$ cat src/rtl/flex_refresh_sched.sv
module flex_refresh_sched #(
  parameter int TREFI_CYC    = 64,
  parameter int REF_MODE     = 2,
  parameter int POSTPONE_CFG = 2,
  parameter int PULLIN_CFG   = 1,
  parameter int REF_CYC      = 4,
  parameter int TIME_W       = 24
) (
  input  logic              clk,
  input  logic              rst_n,
  input  logic              pend_req,
  input  logic              postpone_en,
  input  logic              pullin_en,
  input  logic              force_max_burst,
  input  logic              realign,
  output logic              eval_stb,
  output logic              ref_issue,
  output logic [TIME_W-1:0] next_delay,
  output logic [2:0]        fsm_state,
  output logic              err
);
  localparam int INTV   = TREFI_CYC / REF_MODE;
  localparam int MAX_PP = POSTPONE_CFG * REF_MODE;
  localparam int MAX_PI = PULLIN_CFG * REF_MODE;
  localparam int CNT_W  = $clog2(((MAX_PP > MAX_PI) ? MAX_PP : MAX_PI) + 2);
  localparam logic [TIME_W-1:0] INTV_T  = TIME_W'(INTV);
  localparam logic [TIME_W-1:0] DUR_T   = TIME_W'(REF_CYC);
  localparam logic [CNT_W-1:0]  MAXPP_C = CNT_W'(MAX_PP);
  localparam logic [CNT_W-1:0]  MAXPI_C = CNT_W'(MAX_PI);

  localparam logic [2:0] S_REF   = 3'd0;
  localparam logic [2:0] S_POST  = 3'd1;
  localparam logic [2:0] S_PULL  = 3'd2;
  localparam logic [2:0] S_BURST = 3'd3;
  localparam logic [2:0] S_ALIGN = 3'd4;
  localparam logic [2:0] S_SKIP  = 3'd5;

  logic [2:0]        st, prev_st, nst;
  logic [CNT_W-1:0]  pp_cnt, pi_cnt, pp_nx, pi_nx, pp_inc;
  logic [TIME_W-1:0] nw_base, nw_phase, pl_base, pl_off;
  logic [TIME_W-1:0] dly, diff, off_sum, base_nx, off_nx;
  logic              due, bad, do_ref, do_align, may_pp, may_pi;

  assign diff   = (nw_base + nw_phase) - (pl_base + pl_off);
  assign due    = ~diff[TIME_W-1] & ~realign;
  assign bad    = (st > S_SKIP);
  assign may_pp = postpone_en & pend_req & (pp_cnt < MAXPP_C);
  assign may_pi = pullin_en & ~pend_req & (pi_cnt < MAXPI_C);
  assign pp_inc = pp_cnt + 1'b1;
  assign fsm_state = st;

  always_comb begin
    nst      = st;
    pp_nx    = pp_cnt;
    pi_nx    = pi_cnt;
    do_ref   = 1'b0;
    do_align = 1'b0;
    dly      = '0;
    case (st)
      S_REF: begin
        if (may_pp) begin
          nst = S_POST;
        end else if (may_pi) begin
          do_ref = 1'b1;
          dly    = DUR_T;
          nst    = S_PULL;
        end else begin
          do_ref = 1'b1;
          dly    = INTV_T;
        end
      end
      S_PULL: begin
        if (may_pi) begin
          do_ref = 1'b1;
          pi_nx  = pi_cnt + 1'b1;
          dly    = DUR_T;
        end else begin
          nst = S_ALIGN;
        end
      end
      S_SKIP: begin
        if (pi_cnt == '0) begin
          nst = S_REF;
        end else begin
          pi_nx = pi_cnt - 1'b1;
          dly   = INTV_T;
        end
      end
      S_POST: begin
        pp_nx = pp_inc;
        if ((pp_inc > MAXPP_C) || (!pend_req && !force_max_burst)) begin
          nst = S_BURST;
        end else begin
          dly = INTV_T;
        end
      end
      S_BURST: begin
        do_ref = 1'b1;
        pp_nx  = pp_cnt - 1'b1;
        if (pp_nx == '0) nst = S_ALIGN;
      end
      S_ALIGN: begin
        do_align = 1'b1;
        dly      = INTV_T;
        nst      = (prev_st == S_PULL) ? S_SKIP : S_REF;
      end
      default: begin
        nst   = S_REF;
        pp_nx = '0;
        pi_nx = '0;
      end
    endcase
  end

  always_comb begin
    off_sum = pl_off + dly;
    base_nx = pl_base;
    off_nx  = pl_off;
    if (realign) begin
      base_nx = nw_base + INTV_T;
      off_nx  = '0;
    end else if (due) begin
      if (do_align) begin
        base_nx = pl_base + INTV_T;
        off_nx  = '0;
      end else if (off_sum >= INTV_T) begin
        base_nx = pl_base + INTV_T;
        off_nx  = off_sum - INTV_T;
      end else begin
        off_nx = off_sum;
      end
    end
  end

  always_ff @(posedge clk or negedge rst_n) begin
    if (!rst_n) begin
      nw_base  <= '0;
      nw_phase <= '0;
      pl_base  <= INTV_T;
      pl_off   <= '0;
    end else begin
      if (nw_phase == INTV_T - 1'b1) begin
        nw_phase <= '0;
        nw_base  <= nw_base + INTV_T;
      end else begin
        nw_phase <= nw_phase + 1'b1;
      end
      pl_base <= base_nx;
      pl_off  <= off_nx;
    end
  end

  always_ff @(posedge clk or negedge rst_n) begin
    if (!rst_n) begin
      st         <= S_REF;
      prev_st    <= S_REF;
      pp_cnt     <= '0;
      pi_cnt     <= '0;
      eval_stb   <= 1'b0;
      ref_issue  <= 1'b0;
      next_delay <= '0;
      err        <= 1'b0;
    end else begin
      eval_stb  <= due & ~bad;
      ref_issue <= due & ~bad & do_ref;
      if (bad) begin
        st     <= S_REF;
        pp_cnt <= '0;
        pi_cnt <= '0;
        err    <= 1'b1;
      end else if (due) begin
        st         <= nst;
        prev_st    <= st;
        pp_cnt     <= pp_nx;
        pi_cnt     <= pi_nx;
        next_delay <= dly;
      end
    end
  end
endmodule

$ cat config.mk
export PLATFORM = sky130hd
export DESIGN_NAME = flex_refresh_sched
export DESIGN_NICKNAME = d
export VERILOG_FILES = /design/src/rtl/flex_refresh_sched.sv
export SDC_FILE = /design/constraint.sdc
export NUM_CORES = 1
export LEC_CHECK = 0
export BUFFER_PORTS_ARGS = -buffer_cell sky130_fd_sc_hd__buf_4
export CORE_ASPECT_RATIO = 2
export CORE_MARGIN = 2
export CORE_UTILIZATION = 40
export DETAILED_ROUTE_END_ITERATION = 7
export HOLD_SLACK_MARGIN = 0.08
export PLACE_DENSITY = 0.64
export SLEW_MARGIN = 15
export SYNTH_ARGS = -nofsm -noshare
export SYNTH_HDL_FRONTEND = slang
export SYNTH_SLANG_ARGS = --single-unit
$ cat constraint.sdc
create_clock -name clk -period 4.3 [get_ports clk]
set_input_delay 0.215 -clock clk [delete_from_list [all_inputs] [get_ports clk]]
set_output_delay 0.215 -clock clk [all_outputs]
set_load 0.005 [all_outputs]
== Word level (Yosys, flattened, before mapping) ==
Cells that the tools add are included.

* Bits in registers: 135
* Bits of input ports: 7
* Logic and storage cells: 110

* Add/sub/neg operators: 12
* Order comparisons: 5
* Equality and inequality tests: 16
* Multiplexer cells: 37
* Bitwise logic cells: 11
* Reduce and logical (&&, ||, !) cells: 17

{| class="wikitable"
|+ Operators with widths
! kind !! count
|-
| $mux W24 || 9
|-
| $add A24 B24 Y24 || 3
|-
| $add A24 B6 Y24 const B || 2
|-
| $mux W3 || 16
|-
| $pmux W6 S5 || 1
|-
| $add A24 B1 Y24 const B || 1
|-
| $eq A24 B5 Y1 const B || 1
|-
| $ge A24 B6 Y1 const B || 1
|-
| $mux W6 || 4
|-
| $sub A24 B24 Y24 || 1
|-
| $sub A24 B6 Y24 const B || 1
|-
| $ne A3 B3 Y1 const B || 6
|-
| $pmux W3 S3 || 2
|-
| $pmux W3 S6 || 1
|-
| $eq A3 B2 Y1 const B || 3
|-
| $logic_not A3 Y1 || 3
|-
| $reduce_or A4 Y1 || 2
|-
| $and A1 B1 Y1 || 7
|-
| $add A3 B1 Y3 const B || 2
|-
| $eq A3 B3 Y1 const B || 2
|-
| $gt A3 B3 Y1 const B || 2
|-
| $reduce_and A2 Y1 || 3
|-
| $reduce_and A6 Y1 || 1
|-
| $sub A3 B1 Y3 const B || 2
|-
| other kinds (14) || 22
|}

== Depth between registers and ports, before layout ==
Gate-level depths: netlist of run 1.

* Depth after elaboration: 12
* Depth in mapped cells: 19
* Mapped depth without buffers: 16

== Least setup slack after synthesis of run 1 ==
Ideal clock, no wire load.

* Path kind: reg2reg
* Start: register pi_cnt[2]
* End: register pl_off[23]
* Setup time: 0.083 ns
* Arrival time: 3.858 ns
* Data required time: 4.217 ns
* Slack: 0.359 ns
* Cell stages (with the launch flop): 16
* Buffers on the path: 1
* Path through: dfrtp_1 -> nor4b_1 -> nor2_1 -> a211oi_1 -> o21ai_0 -> ha_1 -> a41oi_2 -> buf_4 -> or4_1 -> o311ai_0 -> nand4_1 -> nor2_1 -> nand4_1 -> xnor2_1 -> or3_1 -> o21ai_0

* Cells in the longest elaborated chain, start to end: 11

{| class="wikitable"
|+ Ends and longest elaborated chain
! element !! line !! RTL
|-
| start: declaration || 39 || <nowiki>logic [CNT_W-1:0] pp_cnt, pi_cnt, pp_nx, pi_nx, pp_inc;</nowiki>
|-
| start signal: assignment || 175 || <nowiki>pi_cnt <= pi_nx;</nowiki>
|-
| $lt A3 B2 Y1 || 48 || <nowiki>assign may_pi = pullin_en & ~pend_req & (pi_cnt < MAXPI_C);</nowiki>
|-
| $and A1 B1 Y1 || 48 ||
|-
| $mux W6 || 63 || <nowiki>end else if (may_pi) begin</nowiki>
|-
| $mux W6 || 61 || <nowiki>if (may_pp) begin</nowiki>
|-
| $pmux W6 S5 (*) || 59 || <nowiki>case (st)</nowiki>
|-
| named net dly[5] || 41 || <nowiki>logic [TIME_W-1:0] dly, diff, off_sum, base_nx, off_nx;</nowiki>
|-
| $add A24 B24 Y24 (*) || 116 || <nowiki>off_sum = pl_off + dly;</nowiki>
|-
| $sub A24 B6 Y24 / $ge A24 B6 Y1 (equally long branches) || 128, 126 ||
|-
| $mux W24 (*) || 126 || <nowiki>end else if (off_sum >= INTV_T) begin</nowiki>
|-
| $mux W24 (*) || 123 || <nowiki>if (do_align) begin</nowiki>
|-
| $mux W24 (*) || 122 || <nowiki>end else if (due) begin</nowiki>
|-
| $mux W24 (*) || 119 || <nowiki>if (realign) begin</nowiki>
|-
| end signal: assignment || 149 || <nowiki>pl_off <= off_nx;</nowiki>
|-
| end: declaration || 40 || <nowiki>logic [TIME_W-1:0] nw_base, nw_phase, pl_base, pl_off;</nowiki>
|}

The timed path passes the listed nets; every way through them passes the cells marked *. The select of a mux whose other input is x is not followed.
A chain may end at the register's enable or synchronous reset.

== Worst setup path after layout of run 1 ==
* Start: register pl_off[19]
* End: register pl_base[18]

* Cells in the longest elaborated chain, start to end: 6

{| class="wikitable"
|+ Ends and longest elaborated chain
! element !! line !! RTL
|-
| $add A24 B24 Y24 || 44 || <nowiki>assign diff = (nw_base + nw_phase) - (pl_base + pl_off);</nowiki>
|-
| $sub A24 B24 Y24 || 44 ||
|-
| $not A1 Y1 || 45 || <nowiki>assign due = ~diff[TIME_W-1] & ~realign;</nowiki>
|-
| $and A1 B1 Y1 || 45 ||
|-
| $reduce_bool A2 Y1 (no source line) || n/a ||
|-
| $reduce_and A2 Y1 (no source line) (*) || n/a ||
|-
| end signal: assignment || 148 || <nowiki>pl_base <= base_nx;</nowiki>
|-
| end: declaration || 40 ||
|}

Mark *: on every way between the ends. The rest lies on a longest branch, timed or not.

==> reports/metrics.yaml, run 1 <==
finalHoldViolCount: 0
worstPathRequired_ns: 4.61
clk_path_buf_depth: 2
synth_top_flop_cell: "dfrtp_1"
clock.fmax_mhz: 241
rsz0062_at_grt: "yes"
reg2reg_from: "pl_off[19]"
totalWireLength_um: 22400
status: "finished clean"
drcViolationCount: 0
crit_path_end: "pl_base[18]"
avgSynthCellArea_um2: 9.21
ir_drop_mv: 0.376
ant_nets: 0
place_ws_ns: -0.0543
synth_area_um2: 7850
nets: 999
p_sw_frac: 0.482
setup_viol: 0
hp-class: "in2reg"
reg2reg_slack_ns: 0.14
pwr-share-comb: 0.677
die_x_um: 103
ys_types: 85
p_seq_frac: 0.205
path_depth: 14
clockPowerShare: 0.118
reg2regPathDepth: 14
report.final.slew_viol_count: 0
cp-start-kind: "register"
insertion_delay_ns: 0.37
tightestPinTransition_ns: 0.780
area_growth_pct: 14.3
fin_crit_ns: 4.16
synth-edff-count: 0
path_max_fanout: 13
grt_start_max_net_pins: 60
leakage_nw: 3.87
cpMaxStageDelayCell: "fa_1"
finalCritPeriodShare: 0.967
cts_sinks: 101
drt_iter0_markers: 279
wl_per_cell_um: 19.0
synth_cells: 852
core_area_um2: 19300
grt_pass1_wl_um: 35700
io_pins: 37
htreeDepth: 3
yosysWarnings: 0
grt_pass1_vias: 6982
tritoncts: "done"
synth-async-reset-ratio: 1.00
finish.instance_area_um2: 8970
clk_pin_slew_ns: 0.08
dr.pass1.iters: 5
start_util: 0.407
fin_cells: 1183
holdWs_ns: 0.414
crit_chain: "inv_1 -> fa_1 -> fa_1 -> ha_1 -> a21o_1 -> a21o_1 -> a221oi_1 -> o221ai_1 -> or3_1 -> a21oi_1 -> or2_1 -> buf_12 -> o21ba_1 -> o221a_1"
path_buf_inv: 2
synth-seq-cells: 101
overflow: 0
clock-root-buffer: "clkbuf_16"
num_vias: 6648
vias_per_cell: 5.62
die_h_um: 202
tns_ns: 0
layout-drive-gt1-share: 0.152
slew_headroom: 0.480
synth-seq-area-share: 0.322
antenna_found_initial: 0
crit_path_end_kind: "register"
path_class: "reg2reg"
critPathArrivalTime_ns: 4.47
dpl.cell_count: 1165
power.switching_mw: 3.26
place_area_um2: 8600
diodes: 0
cp-startpoint: "pl_off[19]"
n_fill_cell: 1928
critical-path-top-delay-family: "compound AO/OA/AOI/OAI gates"
mostFrequentLayoutCells: "100 x dfrtp_1, 85 x buf_4, 69 x nand2_1"
drv_cap: 0
port_buffers: 14
p_int_mw: 3.50
fin_skew_ns: 0.0125
cts_buffers: 9
std_cell_rows: 72
slowest_delay_ns: 0.48
gp_congestion: 0.993
layout_commonest_cell: "dfrtp_1"
grt_usage: 0.228
p_per_area_nw_per_um2: 753
r2r-end: "pl_base[18]"
die_area_um2: 20800
layout_setup_ws_ns: 0.142
place_hpwl_um: 17900
[metrics by stage]
stage	power [mW]	util
after floorplan	4.26	-
after global routing	7.34	0.465
after global placement	5.81	0.446
final	6.75	0.465
after detailed placement	5.87	0.446
after CTS	6.72	0.463
[power groups by stage]
stage,sequential [mW],combinational (mW),clock [mW]
6_report,1.38,4.57,0.797
3_3_place_gp,1.38,4.43,0
5_1_grt,1.40,5.09,0.853
3_5_place_dp,1.38,4.48,0
4_1_cts,1.37,4.53,0.821
2_1_floorplan,1.32,2.94,0
[synthesized netlist by cell type (3+ instances only)]
master | count | share of area
clkbuf_1 | 20 | 0.0096
and3_1 | 20 | 0.016
o21ai_1 | 7 | 0.0045
nor2_1 | 53 | 0.025
nor3b_1 | 5 | 0.0048
nor4_1 | 11 | 0.0088
nand2b_1 | 7 | 0.0056
a21o_1 | 5 | 0.0048
inv_1 | 55 | 0.026
nand4b_1 | 6 | 0.0067
or4_1 | 3 | 0.0029
ha_1 | 36 | 0.057
nor3_1 | 28 | 0.018
fa_1 | 37 | 0.094
and2_1 | 7 | 0.0056
xor2_1 | 21 | 0.023
nand4_1 | 16 | 0.013
buf_4 | 24 | 0.023
xnor2_1 | 57 | 0.064
mux2i_1 | 8 | 0.010
a22oi_1 | 7 | 0.0067
and4_1 | 7 | 0.0078
o22ai_1 | 10 | 0.0080
o311ai_1 | 3 | 0.0033
nand2_1 | 70 | 0.033
nor2b_1 | 8 | 0.0064
dfrtp_1 | 100 | 0.32
o221ai_1 | 3 | 0.0033
nand3_1 | 43 | 0.027
o21ai_0 | 28 | 0.018
mux2_2 | 5 | 0.0072
o211ai_1 | 4 | 0.0038
o2bb2ai_1 | 4 | 0.0045
buf_2 | 6 | 0.0038
a21oi_1 | 43 | 0.027
nor3_2 | 3 | 0.0038
a31oi_1 | 10 | 0.0080
or3_1 | 13 | 0.010
[cells by family (layout without fill, tap and decap cells)]
logic type / count (synthesis) / count (layout) / share of synthesized area
AO/OA/AOI/OAI: 161 / 161 / 0.137
XOR/XNOR: 79 / 79 / 0.0891
adder cells (fa/ha/maj): 73 / 73 / 0.152
buffers and inverters: 108 / 159 / 0.0651
flip-flops: 101 / 101 / 0.322
multiplexers: 13 / 13 / 0.0174
other: 1 / 22 / 0.000478
AND/OR/NAND/NOR: 316 / 316 / 0.217
[worst reg2reg max path, stage by stage (launching register included)]
cell and delay [ns]:
dfrtp_1 0.45, inv_1 0.23, fa_1 0.48, fa_1 0.41, ha_1 0.30, a21o_1 0.19
a21o_1 0.17, a221oi_1 0.30, o221ai_1 0.20, or3_1 0.45, a21oi_1 0.29, or2_1 0.19
buf_12 0.14, o21ba_1 0.14, o221a_1 0.18
[repair_timing]
action	in CTS	in global routing
gates cloned	0	0
endpoints found under the hold margin	53	0
pin swaps	0	2
hold buffers	1	0
setup endpoints to repair	6	30
setup buffers	0	1
resized for setup	4	11
[metal layers]
| metal | vias to the layer above | track usage | wire (um) | part of all wire |
|---|---|---|---|---|
| met5 | - | 0 | 0 | 0 |
| met4 | 0 | 0.198 | 2270 | 0.10 |
| met3 | 100 | 0.0401 | 825 | 0.037 |
| met2 | 235 | 0.409 | 11900 | 0.53 |
| met1 | 3210 | 0.208 | 7400 | 0.33 |
| li1 | 3103 | - | - | - |
[flip-flops by register name (all words and copies together) (netlist names)]
signal	flops
pp_cnt	3
prev_st	3
next_delay	2
nw_base	19
ref_issue	1
eval_stb	1
fsm_state	3
nw_phase	24
pi_cnt	3
pl_off	22
err	1
pl_base	19
[final cells by class]
type / count / area (um^2) / area share
Clock buffer: 9 / 225 / 0.0251
Clock inverter: 7 / 58.8 / 0.00656
Inverter: 55 / 210 / 0.0234
Multi-Input combinational cell: 664 / 4940 / 0.551
Sequential cell: 101 / 2530 / 0.282
Tap cell: 259 / 324 / 0.0361
Timing Repair Buffer: 88 / 679 / 0.0757
[worst min-delay path by stage]
stage                start      endpoint  cells after the start
2_1_floorplan        rst_n           err                      0
5_1_grt            realign   pl_base[19]                      2
4_1_cts            realign   pl_base[19]                      2
6_report       postpone_en  fsm_state[0]                      4
3_3_place_gp         rst_n  nw_phase[17]                      1
3_5_place_dp         rst_n  nw_phase[17]                      1
No activity file was read; power rests on OpenSTA's default activity.
==> run 2, diff against run 1 <==
- RECOVER_POWER: unset -> 100
==> run 2 against run 1 <==
  * The run now ends with max-capacitance violations, max-slew violations left
  * Register-to-register slack worse by 0.03 ns
  * Power decreased by 0.76%
  * Worst hold slack about the same
  * Critical path depth stayed put
  * Critical endpoint is now pl_off[13]
  * Largest power group unchanged
==> reports/metrics.yaml, run 2 (synthesis gave the netlist of run 1 again) <==
grt_pass1_wl_um: 35700  # unchanged
grt_pass1_vias: 6982  # unchanged
clock-root-buffer: "clkbuf_16"
power.switching_mw: 3.26  # +0.21%
port_buffers: 14  # unchanged
insertion_delay_ns: 0.37  # about the same
clockPowerShare: 0.119  # about the same
largestRegisters: "nw_phase (24), pl_off (22)"
p_per_area_nw_per_um2: 751  # -0.21%
std_cell_rows: 72  # unchanged
cp_common_cell: "o21ai_1"
fin_skew_ns: 0.0121  # -0.000385 ns
dr.pass1.iters: 5  # unchanged
path_class: "reg2reg"
setup_viol: 0  # unchanged
totalWireLength_um: 22400  # about the same
worstPathRequired_ns: 4.55  # -0.06 ns
total_power_mw: 6.70  # -0.76%
critPathArrivalTime_ns: 4.44  # -0.03 ns
area_growth_pct: 13.7
die_x_um: 103  # unchanged
rsz0062_at_grt: "yes"
hp-class: "in2reg"
io_pins: 37  # unchanged
clk_pin_slew_ns: 0.07  # about the same
tns_ns: 0  # unchanged
drt_iter0_markers: 254  # -9.0%
violations: "max-capacitance violations, max-slew violations"
cts_buffers: 9  # unchanged
die_h_um: 202  # unchanged
largest_reg_flops: 24  # unchanged
finalCritPeriodShare: 0.974  # +0.00752
cp-start-kind: "register"
ant_nets: 0  # unchanged
cts_sinks: 101  # unchanged
diodes: 0  # unchanged
place_hpwl_um: 17900  # unchanged
wl_per_cell_um: 19.0  # about the same
crit_path_end_kind: "register"
antenna_found_initial: 0  # unchanged
die_area_um2: 20800  # unchanged
status: "finished, violations left"
regMostFlops: "nw_phase"
slowest_delay_ns: 0.58  # +0.10 ns
layout_commonest_cell: "dfrtp_1"
finalHoldViolCount: 0  # unchanged
slew_headroom: -1.18  # -1.66
dpl.cell_count: 1165  # unchanged
fin_crit_ns: 4.19  # +0.0323 ns
num_vias: 6698  # +0.75%
p_int_mw: 3.44  # -1.7%
fin_util: 0.463  # -0.00253
core_area_um2: 19300  # unchanged
p_seq_frac: 0.206  # about the same
htreeDepth: 3  # unchanged
layout-drive-gt1-share: 0.140  # -0.0119
overflow: 0  # unchanged
gp_congestion: 0.993  # unchanged
leakage_nw: 3.82  # -1.2%
grt_start_max_net_pins: 60  # unchanged
nets: 999  # unchanged
clk_path_buf_depth: 2  # unchanged
report.final.slew_viol_count: 57  # +57
ir_drop_mv: 0.374  # -0.33%
tritoncts: "done"
pwr-share-comb: 0.675  # -0.002
drcViolationCount: 0  # unchanged
grt_usage: 0.228  # unchanged
vias_per_cell: 5.66  # +0.75%
drv_cap: 1  # +1
crit_chain: "clkbuf_1 -> nor4_2 -> a211oi_2 -> o21ai_1 -> ha_1 -> a31oi_1 -> buf_4 -> or4_1 -> o2bb2ai_1 -> nand3_2 -> or2_1 -> a22oi_1 -> or3_1 -> o21ai_1"
start_util: 0.407  # unchanged
cpMaxStageDelayCell: "or4_1"
fin_cells: 1183  # unchanged
tightestPinTransition_ns: 3.27  # +2.49 ns
clock.fmax_mhz: 239  # -0.77%
path_max_fanout: 12  # -1
p_sw_frac: 0.487  # +0.00467
mostFrequentLayoutCells: "100 x dfrtp_1, 69 x nand2_1, 68 x buf_4"
place_ws_ns: -0.0543  # unchanged
layout_setup_ws_ns: 0.110  # -0.0323 ns
==> run 2: changes by cell type in the layout (fill, tap and decap cells not counted), sizes merged <==
cell | previous run | this run
clkbuf | 9 | 26
buf | 87 | 70
==> run 2: cell type report <==
class                   count  area (um^2)
well taps                 259          324
fillers                  1937        10400
flip-flops and latches    101         2530
clock inverters             7         58.8
multi-input cells         664         4940
repair buffers             88          631
inverters                  55          210
clock buffers               9          225
==> run 2: routing by layer <==
layer / GRT usage / wire [um]
met1: 0.208 / 7330
met2: 0.409 / 12000
met3: 0.0401 / 862
met4: 0.198 / 2300
met5: 0 / 0
==> run 2: path summary, 6_finish.rpt <==
check                        startpoint           end  slack [ns]  depth (start not counted)
min in group asynchronous         rst_n  nw_phase[14]        1.48                          2
max reg2reg                fsm_state[2]    pl_off[13]        0.11                         14
max in group asynchronous         rst_n    pl_off[18]        0.81                          3
max                        fsm_state[2]    pl_off[13]        0.11                         14
min reg2reg                         err           err        0.48                          1
min                         postpone_en  fsm_state[0]        0.41                          4
==> run 2: through the flow <==
| step | hold WS [ns] | area (um^2) |
|---|---|---|
| after floorplan | -0.0806 | 7930 |
| after global placement | 0.337 | 8600 |
| after detailed placement | 0.342 | 8600 |
| after CTS | 0.395 | 8920 |
| after global routing | 0.430 | 8920 |
| final | 0.413 | 8920 |
==> run 2: repair_timing <==
item | in CTS | in global routing
endpoints found under the setup margin | 6 | 30
buffers inserted | 0 | 1
resized for setup | 4 | 11
pin swaps | 0 | 2
hold buffers | 1 | 0
endpoints found under the hold margin | 53 | 0
cloned | 0 | 0
==> run 2: worst max-delay path: cells and delay by family (launching register included) <==
| family | cells | cell delay [ns] |
|---|---|---|
| adder cells (fa/ha/maj) | 1 | 0.40 |
| AO/OA/AOI/OAI | 6 | 1.16 |
| AND/OR/NAND/NOR | 5 | 1.43 |
| flip-flops | 1 | 0.38 |
| buffers and inverters | 2 | 0.70 |
==> run 2: power groups by stage <==
| stage | clock (mW) | combinational [mW] | sequential (mW) |
|---|---|---|---|
| after floorplan | 0 | 2.94 | 1.32 |
| after global placement | 0 | 4.43 | 1.38 |
| after detailed placement | 0 | 4.48 | 1.38 |
| after CTS | 0.821 | 4.53 | 1.37 |
| after global routing | 0.853 | 5.03 | 1.40 |
| final | 0.795 | 4.53 | 1.38 |
